--- src/rtl/mps_pkg.sv ---
package mps_pkg;

    typedef enum logic [2:0] {
        ST_PHOLD  = 3'd0,
        ST_PCAL   = 3'd1,
        ST_RUN    = 3'd2,
        ST_MWAIT  = 3'd3,
        ST_MCAL   = 3'd4,
        ST_MUTED  = 3'd5,
        ST_UWAIT  = 3'd6
    } mps_state_e;

    function automatic logic mps_is_disconnected(input mps_state_e s);
        return (s != ST_RUN) && (s != ST_MWAIT);
    endfunction

endpackage

--- src/rtl/mps_cycle_timer.sv ---
module mps_cycle_timer #(
    parameter int unsigned LIMIT = 16
) (
    input  logic clk,
    input  logic rst_n,
    input  logic clear,
    output logic hit
);
    localparam int unsigned CW = (LIMIT > 1) ? $clog2(LIMIT) : 1;
    localparam logic [CW-1:0] LAST = CW'(LIMIT - 1);

    logic [CW-1:0] cnt_d, cnt_q;

    always_comb begin
        cnt_d = cnt_q;
        if (clear) begin
            cnt_d = '0;
        end else if (cnt_q != LAST) begin
            cnt_d = cnt_q + 1'b1;
        end
    end

    always_ff @(posedge clk or negedge rst_n) begin
        if (!rst_n) begin
            cnt_q <= '0;
        end else begin
            cnt_q <= cnt_d;
        end
    end

    assign hit = (cnt_q == LAST);

endmodule

--- src/rtl/mps_softmute_gate.sv ---
module mps_softmute_gate #(
    parameter int unsigned GAIN_W  = 8,
    parameter int unsigned TIMEOUT = 16
) (
    input  logic              clk,
    input  logic              rst_n,
    input  logic              force_mute,
    input  logic              gate_en,
    input  logic              zc,
    input  logic [GAIN_W-1:0] gain,
    output logic              soft_mute
);
    logic target;
    logic pending;
    logic to_hit;
    logic apply;
    logic mute_d, mute_q;

    assign target  = (gain == '0);
    assign pending = (target != mute_q);

    mps_cycle_timer #(.LIMIT(TIMEOUT)) u_to (
        .clk   (clk),
        .rst_n (rst_n),
        .clear (!pending || force_mute),
        .hit   (to_hit)
    );

    assign apply = pending && (!gate_en || zc || to_hit);

    always_comb begin
        mute_d = mute_q;
        if (force_mute) begin
            mute_d = 1'b1;
        end else if (apply) begin
            mute_d = target;
        end
    end

    always_ff @(posedge clk or negedge rst_n) begin
        if (!rst_n) begin
            mute_q <= 1'b1;
        end else begin
            mute_q <= mute_d;
        end
    end

    assign soft_mute = mute_q;

endmodule

--- src/rtl/mps_sequencer.sv ---
module mps_sequencer
    import mps_pkg::*;
#(
    parameter int unsigned NCH        = 2,
    parameter int unsigned GAIN_W     = 8,
    parameter int unsigned PUP_CYCLES = 12_500_000,
    parameter int unsigned ZC_TIMEOUT = 2_000_000
) (
    input  logic                  clk,
    input  logic                  rst_n,
    input  logic                  supply_ok,
    input  logic                  hw_mute,
    input  logic                  zc_gate_en,
    input  logic [NCH-1:0]        zc_det,
    input  logic [NCH*GAIN_W-1:0] gain_bytes,
    input  logic                  cal_done,
    output logic                  out_disconnect,
    output logic                  cal_start,
    output logic                  gain_clear,
    output logic [NCH-1:0]        soft_mute,
    output logic [2:0]            seq_state
);
    typedef struct packed {
        mps_state_e     state;
        logic [NCH-1:0] zc_seen;
        logic           cal_start;
        logic           gain_clear;
    } seq_regs_t;

    localparam seq_regs_t REGS_RST = '{
        state:      ST_PHOLD,
        zc_seen:    '0,
        cal_start:  1'b0,
        gain_clear: 1'b0
    };

    seq_regs_t r_d, r_q;
    logic      pup_hit;
    logic      wait_hit;
    logic      state_change;
    logic      timer_clear;
    logic      zc_all;

    mps_cycle_timer #(.LIMIT(PUP_CYCLES)) u_pup_timer (
        .clk   (clk),
        .rst_n (rst_n),
        .clear (timer_clear),
        .hit   (pup_hit)
    );

    mps_cycle_timer #(.LIMIT(ZC_TIMEOUT)) u_wait_timer (
        .clk   (clk),
        .rst_n (rst_n),
        .clear (timer_clear),
        .hit   (wait_hit)
    );

    assign zc_all = &(r_q.zc_seen | zc_det);

    always_comb begin
        r_d            = r_q;
        r_d.cal_start  = 1'b0;
        r_d.gain_clear = 1'b0;

        case (r_q.state)
            ST_PHOLD: begin
                if (pup_hit) r_d.state = ST_PCAL;
            end
            ST_PCAL: begin
                if (cal_done) r_d.state = ST_RUN;
            end
            ST_RUN: begin
                if (hw_mute) r_d.state = ST_MWAIT;
            end
            ST_MWAIT: begin
                if (!hw_mute)                r_d.state = ST_RUN;
                else if (zc_all || wait_hit) r_d.state = ST_MCAL;
            end
            ST_MCAL: begin
                if (cal_done) r_d.state = ST_MUTED;
            end
            ST_MUTED: begin
                if (!hw_mute) r_d.state = ST_UWAIT;
            end
            ST_UWAIT: begin
                if (hw_mute)                 r_d.state = ST_MUTED;
                else if (zc_all || wait_hit) r_d.state = ST_RUN;
            end
            default: r_d.state = ST_PHOLD;
        endcase

        // loss of supply overrides every transition above
        if (!supply_ok) r_d.state = ST_PHOLD;

        state_change = (r_d.state != r_q.state);

        if (state_change) begin
            r_d.zc_seen = '0;
        end else if (r_q.state == ST_MWAIT || r_q.state == ST_UWAIT) begin
            r_d.zc_seen = r_q.zc_seen | zc_det;
        end

        if (state_change && (r_d.state == ST_PCAL || r_d.state == ST_MCAL)) begin
            r_d.cal_start = 1'b1;
        end
        if (state_change && r_q.state == ST_PCAL && r_d.state == ST_RUN) begin
            r_d.gain_clear = 1'b1;
        end

        timer_clear = state_change || !supply_ok;
    end

    always_ff @(posedge clk or negedge rst_n) begin
        if (!rst_n) begin
            r_q <= REGS_RST;
        end else begin
            r_q <= r_d;
        end
    end

    genvar ch;
    generate
        for (ch = 0; ch < NCH; ch++) begin : g_ch
            mps_softmute_gate #(
                .GAIN_W  (GAIN_W),
                .TIMEOUT (ZC_TIMEOUT)
            ) u_gate (
                .clk        (clk),
                .rst_n      (rst_n),
                .force_mute (r_q.state == ST_PHOLD),
                .gate_en    (zc_gate_en),
                .zc         (zc_det[ch]),
                .gain       (gain_bytes[ch*GAIN_W +: GAIN_W]),
                .soft_mute  (soft_mute[ch])
            );
        end
    endgenerate

    assign out_disconnect = mps_is_disconnected(r_q.state);
    assign cal_start      = r_q.cal_start;
    assign gain_clear     = r_q.gain_clear;
    assign seq_state      = r_q.state;

endmodule

--- config.mk ---
export PLATFORM = sky130hd
export DESIGN_NAME = mps_sequencer
export DESIGN_NICKNAME = d
export VERILOG_FILES = /design/src/rtl/mps_pkg.sv /design/src/rtl/mps_cycle_timer.sv /design/src/rtl/mps_softmute_gate.sv /design/src/rtl/mps_sequencer.sv
export SDC_FILE = /design/constraint.sdc
export NUM_CORES = 1
export LEC_CHECK = 0
export BUFFER_PORTS_ARGS = -buffer_cell sky130_fd_sc_hd__buf_4
export CORE_MARGIN = 4
export CORE_UTILIZATION = 61
export DETAILED_ROUTE_END_ITERATION = 10
export PLACE_DENSITY_LB_ADDON = 0.25
export SETUP_SLACK_MARGIN = 0.3
export SYNTH_ARGS = -nofsm -noshare
export SYNTH_HDL_FRONTEND = slang
export SYNTH_SLANG_ARGS = --single-unit
export TNS_END_PERCENT = 30
--- constraint.sdc ---
create_clock -name clk -period 2.5 [get_ports clk]
set_input_delay 0.125 -clock clk [delete_from_list [all_inputs] [get_ports clk]]
set_output_delay 0.125 -clock clk [all_outputs]
set_load 0.005 [all_outputs]
==> results of run 1 <==
-- flip-flops by register name, summed over array words and instances, names as in the netlist --
name,cells
g_ch.u_gate.u_to.cnt_q,42
u_pup_timer.cnt_q,24
u_wait_timer.cnt_q,21
seq_state,3
g_ch.u_gate.soft_mute,2
r_q,2
cal_start,1
gain_clear,1
-- tightest hold or removal path: cells and delay by family --
kind,cells,cell delay (ns)
and+or+nand+nor,1,0.12
buffers and inverters,1,0.09
AOI/OAI and AO/OA,1,0.05
-- per-layer routing --
| layer | routed length (µm) | GRT usage (%) | vias to the layer above |
|---|---|---|---|
| met2 | 5082 | 36.33 | 74 |
| met1 | 4612 | 27.46 | 1928 |
| met5 | 0 | 0 | - |
| li1 | - | - | 1935 |
| met3 | 423 | 3.959 | 13 |
| met4 | 136 | 6.559 | 0 |
-- cell type report --
type	instances	area share, %
multi-input cells	416	46.79
clock inverters	6	1.509
clock buffers	9	2.046
well taps	108	2.232
inverters	9	0.5580
repair buffers	48	7.088
flip-flops and latches	96	39.78
-- worst max-delay path by stage --
| stage | end | cells past startpoint | slack (ns) |
|---|---|---|---|
| after floorplan | u_pup_timer.cnt_q[11] | 10 | 0.31 |
| after global placement | u_pup_timer.cnt_q[2] | 8 | 0.21 |
| after detailed placement | u_pup_timer.cnt_q[2] | 8 | 0.19 |
| after CTS | u_pup_timer.cnt_q[2] | 8 | 0.27 |
| after global routing | u_pup_timer.cnt_q[14] | 9 | 0.17 |
| final | u_pup_timer.cnt_q[2] | 8 | 0.28 |
-- power by group through the flow --
stage | Combinational [µW] | Sequential [µW] | Clock [µW]
after global placement | 156 | 1600 | 0
final | 159 | 1570 | 1120
after detailed placement | 161 | 1600 | 0
after floorplan | 82.3 | 1600 | 0
after global routing | 177 | 1570 | 1210
after CTS | 163 | 1570 | 1150
-- repair_timing --
action | in CTS | in global routing
resized for setup | 3 | 11
setup buffers | 3 | 2
setup endpoints to repair | 45 | 52
hold buffers | 1 | 0
hold endpoints to repair | 45 | 0
cloned | 0 | 0
pin swaps | 1 | 4
-- cell usage after synthesis, drive strengths merged (5+ instances only) --
master,number
nor2,104
dfrtp,94
xor2,51
nand2,43
nand3,36
nand4,23
xnor2,23
and3,19
buf,14
o21ai,14
a21oi,13
nor3,10
inv,9
or3,9
clkbuf,7
nor4,7
or2,7
mux2i,6
and2,5
-- logic make-up (layout without fill, tap and decap cells) --
group                      Yosys count  after routing  share of synthesized area, %
and+or+nand+nor                    289            289                         32.35
DFF                                 96             96                         44.54
xor gates and xnor gates            74             74                         12.00
AOI/OAI and AO/OA                   43             43                         4.913
buffers and inverters               30             72                         4.148
muxes                                6              6                         1.112
adders and majority gates            4              4                        0.9270
-- metrics by stage --
stage               area, µm²  hold WS [ns]  power (µW)  std cells
global route             6055        0.1242        2961        692
floorplan                5399       -0.1706        1683        542
finish                   6055       0.09337        2849        692
global placement         5727        0.1671        1757        671
CTS                      5989       0.08520        2882        690
detailed placement       5727        0.1813        1763        671
-- cells in the final DEF, fill, tap and decap left out, types with 2 or more instances in the layout --
| master | count |
|---|---|
| buf_12 | 5 |
| inv_6 | 3 |
| nand3_1 | 36 |
| xnor2_1 | 22 |
| nand4_1 | 22 |
| nor4b_1 | 3 |
| xor2_1 | 51 |
| a211oi_1 | 3 |
| nor4_1 | 5 |
| inv_1 | 6 |
| dfrtp_2 | 3 |
| o22ai_1 | 2 |
| nor2_1 | 64 |
| nor2_4 | 39 |
| nor4bb_1 | 2 |
| or4_1 | 2 |
| and3_4 | 2 |
| o21ai_0 | 12 |
| nor3_1 | 9 |
| ha_1 | 4 |
| mux2i_1 | 6 |
| nand3b_1 | 2 |
| clkbuf_8 | 9 |
| bufinv_16 | 2 |
| or2_2 | 6 |
| inv_2 | 3 |
| o21ai_1 | 2 |
| nor2b_1 | 3 |
| nand2_1 | 43 |
| and4_1 | 3 |
| and3b_1 | 2 |
| and3_1 | 17 |
| nand2b_1 | 2 |
| buf_4 | 41 |
| dfstp_2 | 2 |
| and2_1 | 5 |
| dfrtp_1 | 91 |
| or3_1 | 8 |
| a21oi_1 | 13 |
==> results.cfg, run 1 <==
[grt]
grt_pass1_vias = 3962
antenna_found_initial = 0
grt_max_degree = 52
grt-ovfl-total = 0
grt_first_pass_wirelength_mm = 17.88
grt_use_total_pct = 21.24

[placement]
hpwl_mm = 7.129
portBuffers = 31
place.gp.congestion = 0.8394
dp_slack_ns = 0.1930

[cts]
clk_pin_slew_worst_paths_ns = 0.09
cts_made_buffers = 9
cts_max_path_buffers = 2
clockRootBuffer = clkbuf_8
cts_tree = yes
htreeDepth = 3
clkLatencyLatePin_ns = 0.36
cts_sinks = 96

[pwr]
switching_share_pct = 23.01
p_per_area_nw_per_um2 = 470.5
comb_power_share_pct = 5.6
seqPwrFrac_pct = 55.2
p_switching_uw = 655.3
p_clk_share_pct = 39.2
power.leakage_uw = 0.002466
power.internal_uw = 2193
vdd_drop_max_v = 0.0002879

[sta]
setup_slack_ns = 0.2800
tns_ns = 0
fin_crit_ns = 2.220
setup_viol = 0
hold_violations = 0
fin_skew_ns = 0.01623
final_max_slew_viol_count = 0
period_share_pct = 88.80
tightest_slew_ns = 0.6686
max_freq_mhz = 450.5
relSlewSlack_pct = 55.32
rsz0062_at_grt = true

[synth]
synth_fp_nets = 570
async_flop_share_pct = 100.0
syn_avg_cell_area_um2 = 9.961
synth_cell_types = 56
netlist_top_cells_area = dfrtp_1, xor2_1, nor2_4
ys_seq_area_share_pct = 44.54
synth_area_leader_cell = dfrtp_1
netlist_instances = 542
synth_ff_type = dfrtp_1
synth-edff-count = 0
synth_top_area_share_pct = 43.57
synth.cell_area_um2 = 5399
yosys_warnings = 0
ys_seq_elements = 96

[final_layout]
nets = 608
n_antenna_cell = 0
syn2layout_area_growth_pct = 12.14
fin_util_pct = 69.77
nFillCells = 677
drive_above_1_share_pct = 22.43
register_area_um2 = 2409
multi_input_area_um2 = 2833

[worst_setup_path]
critPathLaunchType = register
crit_slowest_cell = dfrtp_2
arrival_ns = 2.50
crit_buf_inv = 1
r2r-start = seq_state[1]
rr_endpoint = u_pup_timer.cnt_q[2]
reg2reg_depth = 8
setup.worst_path.end_class = register
cp_max_fo = 11
timing_worst_setup_path_type = register to register
ff2ff_setup_slack_ns = 0.28
required_ns = 2.78
crit_chain = and3b_1, o21ai_1, nand3_1, a21bo_1, a211o_1, or3_4, buf_12, nor3_1
critPathLaunch = seq_state[1]
slowest_delay_ns = 0.46
critPathTopFamily = simple AND/OR/NAND/NOR gates

[route]
drtIter0Drc = 103
wirelength_mm = 10.26
via_count = 3950
wl_per_cell_um = 14.82
via_per_inst = 5.708
drtAntennaViolNets = 0
drt_pre_antenna_iters = 4
drc_errors = 0

[floorplanning]
die_h_um = 102.1
num_rows = 34
die_w_um = 102.1
coreArea_um2 = 8678
initial_utilization_pct = 62.21
io_pins = 32
die_area_um2 = 10420

[hold_path]
hold_start = zc_det[1]
holdPathEnd = r_q[3]
hold_class = input pin to register
hold_depth = 3

[job]
max_cap_viol_count = 0

[run_status]
outcome = completed
No activity file was read; power rests on OpenSTA's default activity.
==> run 2, diff against run 1 <==
--- a/config.mk
+++ b/config.mk
@@ -7,7 +7,7 @@
 export LEC_CHECK = 0
 export BUFFER_PORTS_ARGS = -buffer_cell sky130_fd_sc_hd__buf_4
 export CORE_MARGIN = 4
-export CORE_UTILIZATION = 61
+export CORE_UTILIZATION = 65
 export DETAILED_ROUTE_END_ITERATION = 10
 export PLACE_DENSITY_LB_ADDON = 0.25
 export SETUP_SLACK_MARGIN = 0.3
==> constraint.sdc (replaced) <==
create_clock -name clk -period 2.6 [get_ports clk]
set_input_delay 0.13 -clock clk [delete_from_list [all_inputs] [get_ports clk]]
set_output_delay 0.13 -clock clk [all_outputs]
set_load 0.005 [all_outputs]
==> run 2 against run 1 <==
Hold slack worse by 0.0021 ns. Sequential power shrank 4%. Final area is 1.5% lower. Combinational power shrank 3%. Clock power down 19%. Critical endpoint unchanged. Highest routed layer unchanged.
==> results.cfg, run 2 (synthesis results as in run 1) <==
[final_layout]
n_antenna_cell = 0
layout_commonest_cell = dfrtp_1
layout.cells.non_filler = 683
nets = 604
largest_register = g_ch.u_gate.u_to.cnt_q
drive_above_1_share_pct = 22.03
reg_top3 = g_ch.u_gate.u_to.cnt_q x42, u_pup_timer.cnt_q x24, u_wait_timer.cnt_q x21
final_cell_area_um2 = 5966
largest_reg_flops = 42
nFillCells = 528
multi_input_area_um2 = 2820
syn2layout_area_growth_pct = 10.50
most-common-layout-cells = dfrtp_1, nor2_1, xor2_1, nand2_1, nor2_4
register_area_um2 = 2411

[worst_setup_path]
required_ns = 2.87
setup.worst_path.end_class = register
ff2ff_setup_slack_ns = 0.34
crit_slowest_cell = dfrtp_2
timing_worst_setup_path_type = register to register
crit_chain = inv_2, nor2_1, and3_1, a21oi_1, a211o_1, or3_4, buf_8, nor3_1
critPathLaunchType = register
cp_max_fo = 11
arrival_ns = 2.53
slowest_delay_ns = 0.45

[sta]
period_share_pct = 87.10
fin_skew_ns = 0.01947
tns_ns = 0
hold_violations = 0
setup_viol = 0
rsz0062_at_grt = true
fin_crit_ns = 2.265
max_freq_mhz = 441.6
tightest_slew_ns = 0.6506
final_max_slew_viol_count = 0
relSlewSlack_pct = 56.52

[pwr]
total_power_uw = 2575
vdd_drop_max_v = 0.0002618
p_per_area_nw_per_um2 = 431.6
power.leakage_uw = 0.002431

[grt]
grt_max_degree = 54
antenna_found_initial = 0
grt_pass1_vias = 4018
grt_use_total_pct = 22.33
grt-ovfl-total = 0
grt_first_pass_wirelength_mm = 18.20

[floorplanning]
coreArea_um2 = 7888
die_area_um2 = 9828
io_pins = 32
initial_utilization_pct = 68.45
num_rows = 32
die_h_um = 99.14
die_w_um = 99.14

[cts]
cts_sinks = 96
clockRootBuffer = clkbuf_8
clk_pin_slew_worst_paths_ns = 0.09
cts_made_buffers = 9
cts_max_path_buffers = 2
cts_tree = yes
htreeDepth = 3
clkLatencyLatePin_ns = 0.36

[placement]
place.gp.congestion = 0.8705
place_area_um2 = 5644
place_inst = 660
hpwl_mm = 7.214
portBuffers = 31

[route]
drc_errors = 0
via_per_inst = 5.857
wirelength_mm = 10.44
wl_per_cell_um = 15.28
drtAntennaViolNets = 0
drtIter0Drc = 249
drt_pre_antenna_iters = 5
via_count = 4000

[run_status]
outcome = completed

[hold_path]
hold_class = input pin to register

[job]
max_cap_viol_count = 0
run 2: cell count changes in the layout (fill, tap and decap cells not counted), sizes merged:
cell	change
buf	-5
clkbuf	+2
bufinv	-2
clkinv	+3
inv	-1
run 2: path summary, 6_finish.rpt:
check                      cells after the start          from                            to
min in group asynchronous                      2         rst_n  g_ch[0].u_gate.u_to.cnt_q[9]
max in group asynchronous                      3         rst_n      g_ch[0].u_gate.soft_mute
min                                            3     zc_det[1]                        r_q[3]
max                                            8  seq_state[1]          u_pup_timer.cnt_q[2]
min reg2reg                                    2        r_q[3]                        r_q[3]
max reg2reg                                    8  seq_state[1]          u_pup_timer.cnt_q[2]
run 2: stage by stage:
step	utilization, %	setup WS (ns)	hold WS, ns
after detailed placement	71.56	0.1171	0.1681
after floorplan	-	0.4099	-0.1656
after global routing	75.63	0.2403	0.1327
after global placement	71.56	0.2045	0.1613
final	75.63	0.3353	0.09132
after CTS	74.33	0.3062	0.08244
run 2: area by class of cell:
class / count / share of cell area [%]
multi-input cells: 416 / 47.27
well taps: 102 / 2.139
inverters: 9 / 0.5663
clock buffers: 10 / 2.307
clock inverters: 6 / 0.6921
flip-flops and latches: 96 / 40.42
repair buffers: 44 / 6.607
run 2: power by group:
group          leakage [µW]  internal (µW)  switching (µW)
sequential          0.00132           1500            9.53
combinational       0.00101           59.7            95.2
clock             0.0000968            378             530
run 2: critical path: cells and delay by family (launching register included):
| kind | cells | cell delay, ns |
|---|---|---|
| flops | 1 | 0.45 |
| compound gates | 2 | 0.35 |
| buf+inv | 2 | 0.32 |
| simple gates | 4 | 1.06 |
run 2: repair_timing:
item,CTS,global route
cloned,0,1
setup endpoints to repair,45,47
resized for setup,6,11
setup buffers,2,3
endpoints found under the hold margin,43,0
pin swaps,0,2
hold buffers,1,0
run 2: per-layer routing:
layer | wire, µm | GRT usage [%] | share of wire (%) | up-vias
met1 | 4697 | 29.54 | 45 | 1942
met5 | 0 | 0 | 0 | -
met3 | 472 | 4.488 | 4.5 | 16
met4 | 180 | 6.723 | 1.7 | 0
met2 | 5088 | 37.35 | 49 | 109
li1 | - | - | - | 1933
==> run 3, diff against run 2 <==
==> constraint.sdc (replaced) <==
create_clock -name clk -period 2.6 [get_ports clk]
set_input_delay 0.78 -clock clk [delete_from_list [all_inputs] [get_ports clk]]
set_output_delay 0.78 -clock clk [all_outputs]
set_load 0.05 [all_outputs]
==> run 3 against run 2 <==
Cell count increased by 2.5%. First-iteration DRC count decreased by 25%. Largest cell class unchanged. Utilization rose by 2.8 points. Clock power rose by 1%. Routed wire length grew 4.8%. Sequential share of layout area shrank 1.4 points. Die area stayed put. Count of clock-buffer cells in the layout did not move. Critical path depth is the same. Fmax fell by 1.1%. Worst setup slack got worse by 0.026 ns. Sequential power barely moved.
==> results.cfg, run 3 (synthesis results as in run 1) <==
[floorplanning]
die_w_um = 99.14
die_area_um2 = 9828
die_h_um = 99.14
num_rows = 32
coreArea_um2 = 7888
initial_utilization_pct = 68.45
io_pins = 32

[cts]
cts_max_path_buffers = 2
cts_sinks = 96
cts_tree = yes
clockRootBuffer = clkbuf_8
cts_hold_buf = 0
htreeDepth = 3
clk_pin_slew_worst_paths_ns = 0.10
cts_made_buffers = 9
clkLatencyLatePin_ns = 0.37

[final_layout]
drive_above_1_share_pct = 25.75
n_antenna_cell = 0
fin_util_pct = 78.44
syn2layout_area_growth_pct = 14.60
reg_top3 = g_ch.u_gate.u_to.cnt_q x42, u_pup_timer.cnt_q x24, u_wait_timer.cnt_q x21
largest_reg_flops = 42
nFillCells = 507
layout_commonest_cell = dfrtp_1
nets = 621
final_cell_area_um2 = 6187
most-common-layout-cells = dfrtp_1, nor2_1, xor2_1, buf_4, nand2_1
largest_register = g_ch.u_gate.u_to.cnt_q

[placement]
place_area_um2 = 5749
portBuffers = 31
dp_slack_ns = -0.008295
place.gp.congestion = 0.8204
hpwl_mm = 7.184

[run_status]
outcome = completed

[grt]
grt_first_pass_wirelength_mm = 17.80
grt-ovfl-total = 0
grt_max_degree = 46
grt_use_total_pct = 21.97
antenna_found_initial = 0
grt_pass1_vias = 3929

[sta]
tns_ns = 0
final_max_slew_viol_count = 0
relSlewSlack_pct = 65.96
period_share_pct = 88.10
setup_viol = 0
rsz0062_at_grt = true
tightest_slew_ns = 0.5068
fin_skew_ns = 0.01403
hold_violations = 0
max_freq_mhz = 436.5
setup_slack_ns = 0.3093
fin_crit_ns = 2.291

[route]
drt_pre_antenna_iters = 5
via_per_inst = 5.861
via_count = 4103
drtAntennaViolNets = 0
drc_errors = 0
drtIter0Drc = 186
wirelength_mm = 10.94
wl_per_cell_um = 15.62

[worst_setup_path]
crit_chain = nor4_2, nand4_1, o31ai_4, nand3b_1, a31oi_4, or3_4, clkbuf_16, nor2_4
crit_buf_inv = 1
setup.worst_path.end_class = register
timing_worst_setup_path_type = register to register
arrival_ns = 2.54
cp_max_fo = 6
critPathLaunchType = register
required_ns = 2.85
r2r-start = u_wait_timer.cnt_q[9]
slowest_delay_ns = 0.44
critPathTopFamily = simple AND/OR/NAND/NOR gates
critPathLaunch = u_wait_timer.cnt_q[9]
crit_slowest_cell = dfrtp_1

[pwr]
p_per_area_nw_per_um2 = 421.5
power.leakage_uw = 0.002513
vdd_drop_max_v = 0.0003391

[job]
max_cap_viol_count = 0

[hold_path]
hold_class = input pin to async pin
run 3: cell types whose count changed in the layout (fill, tap and decap cells not counted), moves of 2 or more:
cell     delta
buf_4      +13
buf_12      +4
nand3_1     -2
nand3_2     +2
run 3: path summary, 6_finish.rpt:
path	end	slack, ns	depth (start not counted)
max	u_pup_timer.cnt_q[11]	0.31	8
min	g_ch[0].u_gate.u_to.cnt_q[6]	0.33	1
max reg2reg	u_pup_timer.cnt_q[11]	0.31	8
min reg2reg	g_ch[1].u_gate.u_to.cnt_q[5]	0.55	2
max in group asynchronous	u_wait_timer.cnt_q[8]	1.61	2
min in group clk	g_ch[1].u_gate.u_to.cnt_q[5]	0.55	2
run 3: what timing repair did:
action | CTS | global route
pin swaps | 2 | 9
endpoints found under the setup margin | 46 | 50
buffers inserted | 1 | 11
gates cloned | 0 | 3
resized for setup | 4 | 22
run 3: stage by stage:
| step | power (µW) | cells | hold WS (ns) |
|---|---|---|---|
| floorplan | 1621 | 542 | 0.4844 |
| global placement | 1692 | 669 | 0.5247 |
| detailed placement | 1697 | 669 | 0.5348 |
| CTS | 2608 | 686 | 0.3498 |
| global route | 2715 | 700 | 0.3522 |
| finish | 2608 | 700 | 0.3315 |
run 3: per-layer routing:
layer	vias up	track usage (%)	share of wire [%]
met5	-	0	0
met4	0	6.408	1.3
met3	15	4.769	5.9
met2	116	35.07	48
met1	2011	30.43	45
li1	1961	-	-
run 3: area by class of cell:
class	count	area, µm²	share of cell area, %
clock buffers	10	137.6	2.224
clock inverters	6	43.79	0.7078
inverters	9	33.78	0.5460
multi-input cells	417	2879	46.53
flip-flops and latches	96	2412	38.99
well taps	102	127.6	2.063
repair buffers	60	553.0	8.938
run 3: power breakdown:
part / total, µW / internal [µW] / leakage (µW) / switching (µW)
Combinational: 174 / 77.0 / 0.00110 / 97.4
Sequential: 1510 / 1500 / 0.00132 / 10.6
Clock: 921 / 378 / 0.0000926 / 544
Total: 2610 / 1960 / 0.00251 / 652
